[src/rtl/osc_chk_pkg.sv]
package osc_chk_pkg;
    // Guarded register word addresses
    localparam int unsigned ADR_HIRC     = 0;
    localparam int unsigned ADR_AUXRC    = 1;
    localparam int unsigned ADR_XT_MAIN  = 2;
    localparam int unsigned ADR_XT_START = 3;
    localparam int unsigned ADR_XT_STEAD = 4;
    localparam int unsigned ADR_XT_TMO   = 5;
    localparam int unsigned ADR_LFRC     = 6;
    localparam int unsigned ADR_LFXT     = 7;
    localparam int unsigned ADR_XT_CMD   = 8;
    // Flag register block
    localparam int unsigned ADR_FSET     = 9;
    localparam int unsigned ADR_FCLR     = 10;
    localparam int unsigned ADR_FIEN     = 11;
    // Command word bit positions
    localparam int unsigned CMD_EN_BIT   = 0;
    localparam int unsigned CMD_DIS_BIT  = 1;
    // Flag bit driven by the rule checker
    localparam int unsigned ERR_BIT      = 0;
endpackage

[src/rtl/osc_rule_decode.sv]
module osc_rule_decode
    import osc_chk_pkg::*;
#(
    parameter int unsigned AW     = 4,
    parameter int unsigned TUNE_W = 4
) (
    input  logic              wr_en,
    input  logic [AW-1:0]     wr_addr,
    input  logic              cmd_en,
    input  logic              cmd_dis,
    input  logic [TUNE_W-1:0] tune_new,
    input  logic [TUNE_W-1:0] tune_old,
    input  logic              hirc_busy,
    input  logic              auxrc_busy,
    input  logic              xtal_busy,
    input  logic              xtal_on,
    input  logic              lfrc_busy,
    input  logic              lfrc_ref_busy,
    input  logic              lfxt_busy,
    output logic              lfrc_hit,
    output logic              viol
);
    logic hit_hirc, hit_aux, hit_xcfg, hit_lfrc, hit_lfxt, hit_cmd;
    logic bad_busy, bad_cmd, bad_tune;

    always_comb begin
        hit_hirc = wr_en && (wr_addr == AW'(ADR_HIRC));
        hit_aux  = wr_en && (wr_addr == AW'(ADR_AUXRC));
        hit_xcfg = wr_en && ((wr_addr == AW'(ADR_XT_START)) ||
                             (wr_addr == AW'(ADR_XT_STEAD)) ||
                             (wr_addr == AW'(ADR_XT_TMO)));
        hit_lfrc = wr_en && (wr_addr == AW'(ADR_LFRC));
        hit_lfxt = wr_en && (wr_addr == AW'(ADR_LFXT));
        hit_cmd  = wr_en && (wr_addr == AW'(ADR_XT_CMD));

        // Each register is judged only against its own busy flag
        bad_busy = (hit_hirc && hirc_busy) || (hit_aux && auxrc_busy) ||
                   (hit_xcfg && xtal_busy) || (hit_lfrc && lfrc_busy) ||
                   (hit_lfxt && lfxt_busy);
        // Enable legal when off or idle; disable legal when on or idle
        bad_cmd  = hit_cmd && xtal_busy &&
                   ((cmd_en && xtal_on) || (cmd_dis && !xtal_on));
        bad_tune = hit_lfrc && lfrc_ref_busy && (tune_new != tune_old);

        lfrc_hit = hit_lfrc;
        viol     = bad_busy || bad_cmd || bad_tune;
    end
endmodule

[config.mk]
export PLATFORM = sky130hd
export DESIGN_NAME = osc_rule_decode
export DESIGN_NICKNAME = d
export VERILOG_FILES = /design/src/rtl/osc_chk_pkg.sv /design/src/rtl/osc_rule_decode.sv
export SDC_FILE = /design/constraint.sdc
export NUM_CORES = 1
export LEC_CHECK = 0
export BUFFER_PORTS_ARGS = -buffer_cell sky130_fd_sc_hd__buf_2
export CAP_MARGIN = 20
export CORE_AREA = 2 2 39 41
export DETAILED_ROUTE_END_ITERATION = 8
export DIE_AREA = 0 0 41 43
export PLACE_DENSITY_LB_ADDON = 0.1
export SLEW_MARGIN = 30
export SYNTH_ARGS = -nofsm -noshare
export SYNTH_HDL_FRONTEND = slang
export SYNTH_SLANG_ARGS = --single-unit
[constraint.sdc]
create_clock -name vclk -period 1.7
set_clock_uncertainty 0.1 [all_clocks]
set_input_delay 0.085 -clock vclk [all_inputs]
set_output_delay 0.085 -clock vclk [all_outputs]
set_load 0.03 [all_outputs]
==> results of run 1 <==
-- routing by layer --
layer / GRT usage [%] / wire length [um] / up-vias
met5: 0 / 0 / -
met4: 0 / 0 / 0
met3: 0 / 63 / 0
met2: 9.38 / 241 / 15
met1: 6.65 / 187 / 97
li1: - / - / 130
-- per-stage QoR --
step,area [um^2],cells
finish,294,61
global route,294,61
CTS,294,61
detailed placement,294,61
global placement,294,61
floorplan,154,21
-- cell families after synthesis --
| group | Yosys count |
|---|---|
| AOI/OAI and AO/OA | 6 |
| buffers and inverters | 1 |
| and+or+nand+nor | 8 |
| muxes | 1 |
| xor gates and xnor gates | 5 |
-- where the power goes --
group | switching [mW] | internal [mW]
logic | 0.0277 | 0.0354
registers | 0 | 0
clock network | 0 | 0
total | 0.0277 | 0.0354
-- cell usage after synthesis --
library cell and count:
nor4b_1 1, xnor2_1 5, inv_1 1, nand4_1 2, nand2_1 2, a221o_1 1, a21oi_1 1, nor4_1 1
o21ai_1 1, or3_1 1, nand3_1 1, o21ai_0 2, o211ai_2 1, mux2_2 1
-- tightest hold or removal path, stage by stage --
cell and delay [ns]:
buf_2 0.11, nor4_2 0.05, buf_2 0.17
-- cell type report --
type,instances,share of cell area [%]
Timing Repair Buffer,24,40.9
Multi-Input combinational cell,20,51.1
Tap cell,16,6.81
Inverter,1,1.28
-- final timing paths --
kind	depth (start not counted)	startpoint	slack (ns)	end
max	6	wr_addr[2]	0.45	viol
min	3	wr_addr[3]	0.40	lfrc_hit
==> results list, run 1 <==
* Count of yosys warnings during synthesis: 0
* Number of buffers inserted by post-CTS setup repair: 0
* Fraction of the mapped netlist area in compound gates: approximately 29%
- In this run the count of I/O pins placed on the die edge is 24.
- Setup Viol. Count Final: 0
- Nets in the synthesized netlist: 43
- Largest area contributor in the synthesized netlist: xnor2_1
- Filler instances: about 160
- After synthesis the cells add up to between 100 and 150 um^2.
* Endpoint arrival time on the critical path: roughly 1.1 ns
* WP data required: between 1.5 and 2 ns
- Hold-fix buffers at CTS: 0
- For this run, design rule violations remaining after detail routing come to 0.
* Routed Antenna Nets: 0
- Summing the areas of all xor and xnor instances in the mapped netlist gives slightly below 30% of the synthesized area.
* Hold violation count in the final report: 0
- Counting both buffers and inverters, the worst setup path holds a total of 2.
* Post-cts resize count: 0
- Highest achievable clock rate: about 0.80 GHz
* Critical Path Max Stage Delay: ~0.36 ns
- Overall routed net length: slightly below 500 um
- Worst hold path type: input pin to output pin
* Die Outline Area: 1760 um^2
- Cells fill roughly a fifth of the core in the end.
- Most common library cell in the layout ignoring fill and taps: buf_2
- At the end of routability-driven placement, the weighted congestion stood at between 0.6 and 0.7.
- Final WS setup: ~0.45 ns
* Power density of the placed cells: about 210 nW/um^2
- Total Power: ~0.063 mW
- By instance count, the cell type seen most on the critical path is buf_2.
- The run finished with clean final reports.
- The number of antenna diodes in the final layout is 0.
- In this run, the number of DRC markers left after iteration 0 of detailed routing was 0.
- Among all stages on the critical path, the largest delay is contributed by or3_1.
* Slew margin rel.: about 80%
- Post-Route Setup TNS: 0 ns
- Of all nets on the critical path, the largest fanout is 6.
- The floorplan has 14 rows.
- Multiplexer fraction of the synthesized cell area: 7.63%
- Vias after detailed routing: 242
- Hold is met by about 0.40 ns.
* Synthesized-area fraction occupied by adder cells: 0%
- Global routing used slightly above 5% of the available tracks.
- Die span in x: 41 um
- The number of antenna violations at the first check in global routing came to 0.
- Maximum vdd drop: 0.0000370 V
- Initial standard-cell utilization of the core: between 10% and 20%
- First-pass GRT wire length: a little under 700 um
* Fraction of the yosys area taken by sequential cells: 0%
- The count of buffers added on input and output ports is 24.
* Area taken by multi-input logic gates: 150 um^2
* Slew at the pin closest to its max-slew limit: 0.290 ns
- Core Box Area: roughly 1400 um^2
- The synthesized design devotes to its leading area cell type around 30% of total area.
* Worst Setup Slack post-DPL: 0.433 ns
- In the routed layout, each cell is associated on average with a via count of between 3 and 4.
- After the last flow step, the layout net total stands at 69.
- The worst setup path is of the input pin to output pin kind.
- Signed area change from the synthesized netlist to the final layout: 99.2%
- Largest family of logic cells by synthesized area: simple AND/OR/NAND/NOR gates
- Summing the areas of all and, or, nand and nor instances in the mapped netlist gives between 30% and 40% of the synthesized area.
* Average wire length per cell after detail routing: between 8 and 9 um
* Fin. max-slew vios: 0
- Synthesis handed over a netlist of 21 instances.
- Combined flip-flop and latch cell area: 0 um^2
- The analysis attributes to cell leakage a power of ~0.14 nW.
- In the finished layout, the clock tree contains a buffer count of 0.
- After global routing the overflow that remains totals 0.
- The post-route netlist has around 60% of its cells at a drive strength greater than 1.
* Max-cap violations: 0
- Counting distinct cell types in the post-synthesis netlist gives 14.
- Die Y-Extent: about 43 um
- Category of the worst setup path capture point: output pin
* Cells along the critical path: buf_2, or3_1, o21ai_1, a221o_1, o211ai_2, buf_2
* Largest delay share family, worst path: simple AND/OR/NAND/NOR gates
* Time the final worst path needs with I/O delays and setup: around 1.3 ns
- For this run, the detailed router's first-pass iteration total came to 1.
- Commonest cells after routing, fill and taps aside: buf_2, xnor2_1, nand2_1, o21ai_0, nand4_1
- Final Cycle Share: 73.8%
* Top cells by area in the synthesized netlist: xnor2_1, nand4_1, o211ai_2
- After synthesis, the mean cell area works out to around 7 um^2.
* CP startpoint kind: input pin
- Entering global routing, the biggest net connects 7 pins.
- DPL Wire Length: 471 um
* RSZ-0062 raised after global routing: false
- Vias in the first global route: 184
- Number of sequential storage elements: 0
Note: power is estimated with default switching activity, not from simulation.
==> run 2, diff against run 1 <==
--- a/config.mk
+++ b/config.mk
@@ -5,6 +5,7 @@
 export SDC_FILE = /design/constraint.sdc
 export NUM_CORES = 1
 export LEC_CHECK = 0
+export ABC_AREA = 1
 export BUFFER_PORTS_ARGS = -buffer_cell sky130_fd_sc_hd__buf_2
 export CAP_MARGIN = 20
 export CORE_AREA = 2 2 39 41
==> constraint.sdc (replaced) <==
create_clock -name vclk -period 1.2
set_clock_uncertainty 0.1 [all_clocks]
set_input_delay 0.06 -clock vclk [all_inputs]
set_output_delay 0.06 -clock vclk [all_outputs]
set_load 0.03 [all_outputs]
==> results list, run 2 <==
* Vias after detailed routing: 301 (+24%)
- Largest family of logic cells by synthesized area: simple AND/OR/NAND/NOR gates
- The simple-gate share of the synthesized area came to 52.9% (+22 points).
- Gr usage total: 7.39% (+2.3 points)
- The placeable core region was 1380 um^2 (unchanged).
- Synth Instances: 41 (+95%)
* Placement Rows: 14 (unchanged)
* Commonest cells after routing, fill and taps aside: buf_2, nand2_1, nor2_1
- Share of post-route cells with drive strength above 1: 46.2% (-14 points)
- The number of top-level pins was 24 (unchanged).
- Multiplexer fraction of the synthesized cell area: 0% (-7.6 points)
* Count of routing violations after the opening detailed-route iteration: 4 (+4)
- The number of nets with antenna violations after routing came to 0 (unchanged).
- The overall overflow remaining after global route is 0 (unchanged).
* Time the final worst path needs with I/O delays and setup: 1.03 ns
- Hold violation count in the final report: 0 (unchanged)
- CP startpoint kind: input pin
- Number of placed instances, taps included: 81 (+33%)
- The placer's final routability congestion estimate is 0.628 (-4.7%).
- The global-route wire length before repair is 1010 um (+47%).
- Total inserted antenna cells: 0 (unchanged)
- Initial standard-cell utilization of the core: 14.2% (+3.5 points)
* Setup Viol. Count Final: 0 (unchanged)
- The number of nets in the layout came to 89 (+29%).
* Number of sequential storage elements: 0 (unchanged)
* Total Power: 0.0999 mW (+58%)
* Hold-critical path endpoint: lfrc_hit
* Overall routed net length: 587 um (+19%)
- Largest area contributor in the synthesized netlist: xnor2_1
- Post-cts resize count: 0 (unchanged)
* Count of yosys warnings during synthesis: 0 (unchanged)
- The final cell count without fillers was 81 (+33%).
- For this design, the slowest cell found on the critical path is clkbuf_4.
* Fraction of the yosys area taken by sequential cells: 0% (unchanged)
* Worst hold path type: input pin to output pin
- Top cells by area in the synthesized netlist: xnor2_1, nand2_1, inv_1
* Vias in the first global route: 288 (+57%)
- Final Cycle Share: between 80 and 90%
* Category of the worst setup path capture point: output pin
- Number of buffers inserted by post-CTS setup repair: 0 (unchanged)
* Filler instances: 172 (+8.2%)
- The via density per instance was 3.72 (-6.3%).
- The cell that appears most often on the critical path is nand2_1.
- The cell area after layout came to 343 um^2 (+17%).
* DPL Wire Length: 530 um (+13%)
- The area taken by multi-input logic gates was 163 um^2 (+8.3%).
* Parity-gate share of the synthesized area counting xor and xnor cells: 17.8% (-12 points)
- Most used standard cell by instance count after synthesis: nand2_1
- Biggest fanout along the worst timing path: 4 (-2)
- Most common library cell in the layout ignoring fill and taps: buf_2
- Endpoint arrival time on the critical path: 0.87 ns (-0.20 ns)
- The share of the synthesized area in the top cell type is 17.8% (-12 points).
- Power density of the placed cells: 291 nW/um^2 (+36%)
* Die Y-Extent: 43 um (unchanged)
- The count of cells along the worst hold path came to 4 (+1).
* Number of distinct library cells after synthesis: 12 (-2)
- The per-cell routed wire length is 7.25 um (-10%).
* Placed cell area: 337 um^2 (+14%)
* Die span in x: 41 um (unchanged)
* Nets in the synthesized netlist: 63 (+47%)
- RSZ-0062 raised after global routing: false
* Hold-fix buffers at CTS: 0 (unchanged)
* Critical Path Max Stage Delay: 0.18 ns (-0.18 ns)
* Reported leakage power: 0.219 nW (+55%)
- The total iterations of the first detailed-routing run came to 2 (+1).
- The total of max-cap violations was 0 (unchanged).
* Number of clock buffers in the layout: 0 (unchanged)
- Slew margin rel.: 91.0% (+11 points)
* Worst Hold Launch: wr_en
- The number of buffers inserted by port buffering is 24 (unchanged).
- Maximum vdd drop: 0.0000610 V (+65%)
- The fraction of the mapped netlist area in compound gates was 10.2% (-19 points).
- Traced cell by cell, the critical path runs through buf_2, inv_2, nand2_1, nor2_1, nor2_1, nand2_1, nand2_1, nand2_1, nand2_1, clkbuf_4.
- Run status: finished, final reports clean
* Synthesized-area fraction occupied by adder cells: 0% (unchanged)
- Leading post-synthesis cells by instance count: nand2_1, inv_1, nor2_1
* Signed area change from the synthesized netlist to the final layout: 74.5%
- The maximum number of pins on one net before global-route repair is 7 (unchanged).
- The max-slew violation count was 0 (unchanged).
- The number of buffers and inverters on the critical path was 3 (+1).
- The number of antenna violations at the first check in global routing was 0 (unchanged).
- The area used by sequential logic in the layout is 0 um^2 (unchanged).
* Average instance area after synthesis: 4.79 um^2 (-32%)
* Syn Std Cell Area: 196 um^2 (+33%)
- Worst hold slack across all endpoints: 0.431 ns (+0.0296 ns)
- WP data required: 1.04 ns (-0.47 ns)
- Slew at the pin closest to its max-slew limit: 0.134 ns (-0.156 ns)
- Die Outline Area: 1760 um^2 (unchanged)
- By startpoint and endpoint, the worst setup path is classified as input pin to output pin.
* Post-Route Setup TNS: 0 ns (unchanged)
* Largest delay share family, worst path: simple AND/OR/NAND/NOR gates
* DRC errors left: 0 (unchanged)
- Highest achievable clock rate: about 0.97 GHz
run 2: changes by cell type after synthesis, moves of 2 or more:
cell / delta
nor2_1: +8
inv_1: +7
nand2_1: +7
a21oi_1: +2
inv_2: +2
o21ai_0: -2
run 2: through the flow:
step	worst slack, ns	utilization (%)
final	0.171	24.8
after global routing	0.00495	24.8
after CTS	0.111	24.3
after detailed placement	0.113	24.3
after global placement	0.119	24.3
after floorplan	0.325	-
run 2: how the worst max path moves through the flow:
stage | startpoint | end | slack, ns | cells after the start
after floorplan | wr_addr[0] | viol | 0.32 | 7
after global placement | wr_addr[0] | viol | 0.12 | 9
after detailed placement | wr_addr[0] | viol | 0.11 | 9
after CTS | wr_addr[0] | viol | 0.11 | 9
after global routing | wr_addr[2] | viol | 0.005 | 10
final | wr_addr[2] | viol | 0.17 | 10
run 2: kinds of logic after synthesis:
| family | Yosys count |
|---|---|
| simple gates | 23 |
| buf+inv | 10 |
| compound gates | 4 |
| xor+xnor | 4 |
run 2: report_power, final:
group          total, mW  internal (mW)  switching, mW
Sequential             0              0              0
Clock                  0              0              0
Combinational     0.0999         0.0517         0.0482
Total             0.0999         0.0517         0.0482
run 2: layout make-up:
class                      count  share of cell area, %
tap                           16                   5.84
inverter                      10                   10.9
timing repair buffer          24                   35.8
multi-input combinational     31                   47.4
run 2: worst min-delay path: stages:
cell and delay, ns:
buf_2 0.10, nand4_1 0.10, inv_1 0.04, buf_2 0.17
run 2: per-layer routing:
| metal | track usage [%] | vias up | share of wire, % |
|---|---|---|---|
| li1 | - | 173 | - |
| met1 | 10.1 | 119 | 42 |
| met2 | 13.1 | 9 | 50 |
| met3 | 0 | 0 | 7.8 |
| met4 | 0 | 0 | 0 |
| met5 | 0 | - | 0 |
==> run 3, diff against run 2 <==
--- a/config.mk
+++ b/config.mk
@@ -5,7 +5,6 @@
 export SDC_FILE = /design/constraint.sdc
 export NUM_CORES = 1
 export LEC_CHECK = 0
-export ABC_AREA = 1
 export BUFFER_PORTS_ARGS = -buffer_cell sky130_fd_sc_hd__buf_2
 export CAP_MARGIN = 20
 export CORE_AREA = 2 2 39 41
==> results list, run 3 (synthesis results as in run 1) <==
- Routed length on met2: 223 um (-24%)
- Length of routed wiring on met1: 198 um (-20%)
- The maximum operating frequency was 0.861 GHz (-11%).
* Overall routed net length: 496 um (-16%)
- Average wire length per cell after detail routing: 7.75 um (+6.9%)
* Total of buffers placed on input and output ports: 24 (unchanged)
* Total inserted antenna cells: 0 (unchanged)
- Global placement routability congestion: 0.616 (-1.8%)
- The accumulated negative setup slack was 0 ns (unchanged).
- Routed signal wires occupy layers up through met3.
* Number of placed instances, taps included: 64 (-21%)
- The hold violation total from the final report was 0 (unchanged).
* Count of routing violations after the opening detailed-route iteration: 1 (-3)
- The maximum number of pins on one net before global-route repair is 6 (-1).
* Most common library cell in the layout ignoring fill and taps: buf_2
* Die Outline Area: 1760 um^2 (unchanged)
- The initial standard-cell utilization of the core is 10.7% (-3.5 points).
* Routed Antenna Nets: 0 (unchanged)
- DRC errors left: 0 (unchanged)
- Run status: finished, final reports clean
- The total iterations of the first detailed-routing run came to 2 (unchanged).
- The number of buffers added to fix hold violations after cts was 0 (unchanged).
* Category of the worst setup path capture point: output pin
- The required time of the worst setup path was 1.04 ns (about the same).
- Count of nets after finishing: 72 (-19%)
* Combined flip-flop and latch cell area: 0 um^2 (unchanged)
* Time the final worst path needs with I/O delays and setup: 1.16 ns (+0.133 ns)
- The met3 wire length came to 73 um (+59%).
- Setup repair after global routing could not meet its margin everywhere.
- Critical Setup Path Class: input pin to output pin
* Biggest fanout along the worst timing path: 5 (+1)
- The via density per instance was 3.97 (+6.8%).
- Number of sequential storage elements: 0 (unchanged)
- Final Core Density: 24.7% (-0.090 points)
- Endpoint arrival time on the critical path: 1.00 ns (+0.13 ns)
* Worst hold path type: input pin to output pin
- Gr usage total: 6.09% (-1.3 points)
- Slew at the pin closest to its max-slew limit: 0.282 ns (+0.148 ns)
- First-pass GRT wire length: 821 um (-18%)
* Post-layout instance count excluding filler cells: 64 (-21%)
- The final total power is 0.107 mW (+6.7%).
- Power density of the placed cells: 312 nW/um^2 (+7.1%)
- Vias in the first global route: 228 (-21%)
- The total of max-cap violations was 0 (unchanged).
- Compared with the post-synthesis result, the final layout area differs by 131%.
- Congestion Overflow GR: 0 (unchanged)
* Reported leakage power: 0.162 nW (-26%)
* Ports: 24 (unchanged)
- DPL Wire Length: 476 um (-10%)
- Slew margin rel.: 80.9% (-10 points)
- CP startpoint kind: input pin
* Fin. max-slew vios: 0 (unchanged)
- In the layout the commonest cells are buf_2, xnor2_1, buf_4.
* Number of buffers inserted by post-CTS setup repair: 0 (unchanged)
- The via count came to 254 (-16%).
* Setup Viol. Count Final: 0 (unchanged)
* Die span in x: 41 um (unchanged)
- Final Cycle Share: 96.8% (+11 points)
- Placement Rows: 14 (unchanged)
- The worst hold slack is 0.361 ns (-0.0694 ns).
* Core Box Area: 1380 um^2 (unchanged)
* Maximum vdd drop: 0.0000700 V (+15%)
- The fraction of layout instances using a drive strength above 1 came to 62.5% (+16 points).
* Number of antenna violations at the first check in global routing: 0 (unchanged)
- Die Y-Extent: 43 um (unchanged)
* Number of clock buffers in the layout: 0 (unchanged)
-- run 3: cell count changes in the layout (fill, tap and decap cells not counted), sizes merged, moves of 2 or more --
cell,change
nor2,-8
inv,-9
buf,+4
nand2,-7
o21ai,+2
a21oi,-2
-- run 3: layout make-up --
class / instances / area [um^2]
fill: 168 / 1040
multi-input combinational: 20 / 159
inverter: 1 / 3.75
tap: 16 / 20.0
timing repair buffer: 27 / 159
-- run 3: worst paths after layout --
| path | from | to | cells after the start |
|---|---|---|---|
| worst max-delay path | wr_addr[1] | viol | 6 |
| worst min-delay path | wr_addr[3] | lfrc_hit | 3 |
-- run 3: critical path, cell delays in order --
cell and delay (ns):
buf_8 0.10, or3_1 0.36, o21ai_1 0.08, a221o_1 0.17
o211ai_2 0.08, buf_6 0.15
-- run 3: power breakdown --
part / total (mW) / internal, mW / switching [mW]
Clock: 0 / 0 / 0
Combinational: 0.107 / 0.0628 / 0.0437
Sequential: 0 / 0 / 0
-- run 3: stage by stage --
stage | setup slack (ns) | cell area [um^2]
after detailed placement | -0.0186 | 325
final | 0.0382 | 342
after floorplan | 0.130 | 163
after CTS | 0.00568 | 332
after global routing | -0.0529 | 342
after global placement | -0.0130 | 325
-- run 3: what timing repair did --
| item | in CTS | in global routing |
|---|---|---|
| pin swaps | 3 | 3 |
| resized for setup | 2 | 3 |
| setup endpoints to repair | 1 | 1 |
-- run 3: metal layers --
metal  global-route usage (%)  up-vias
met5                        0        -
met4                        0        0
met3                        0        0
met2                     10.3       16
met1                     8.86      101
li1                         -      137
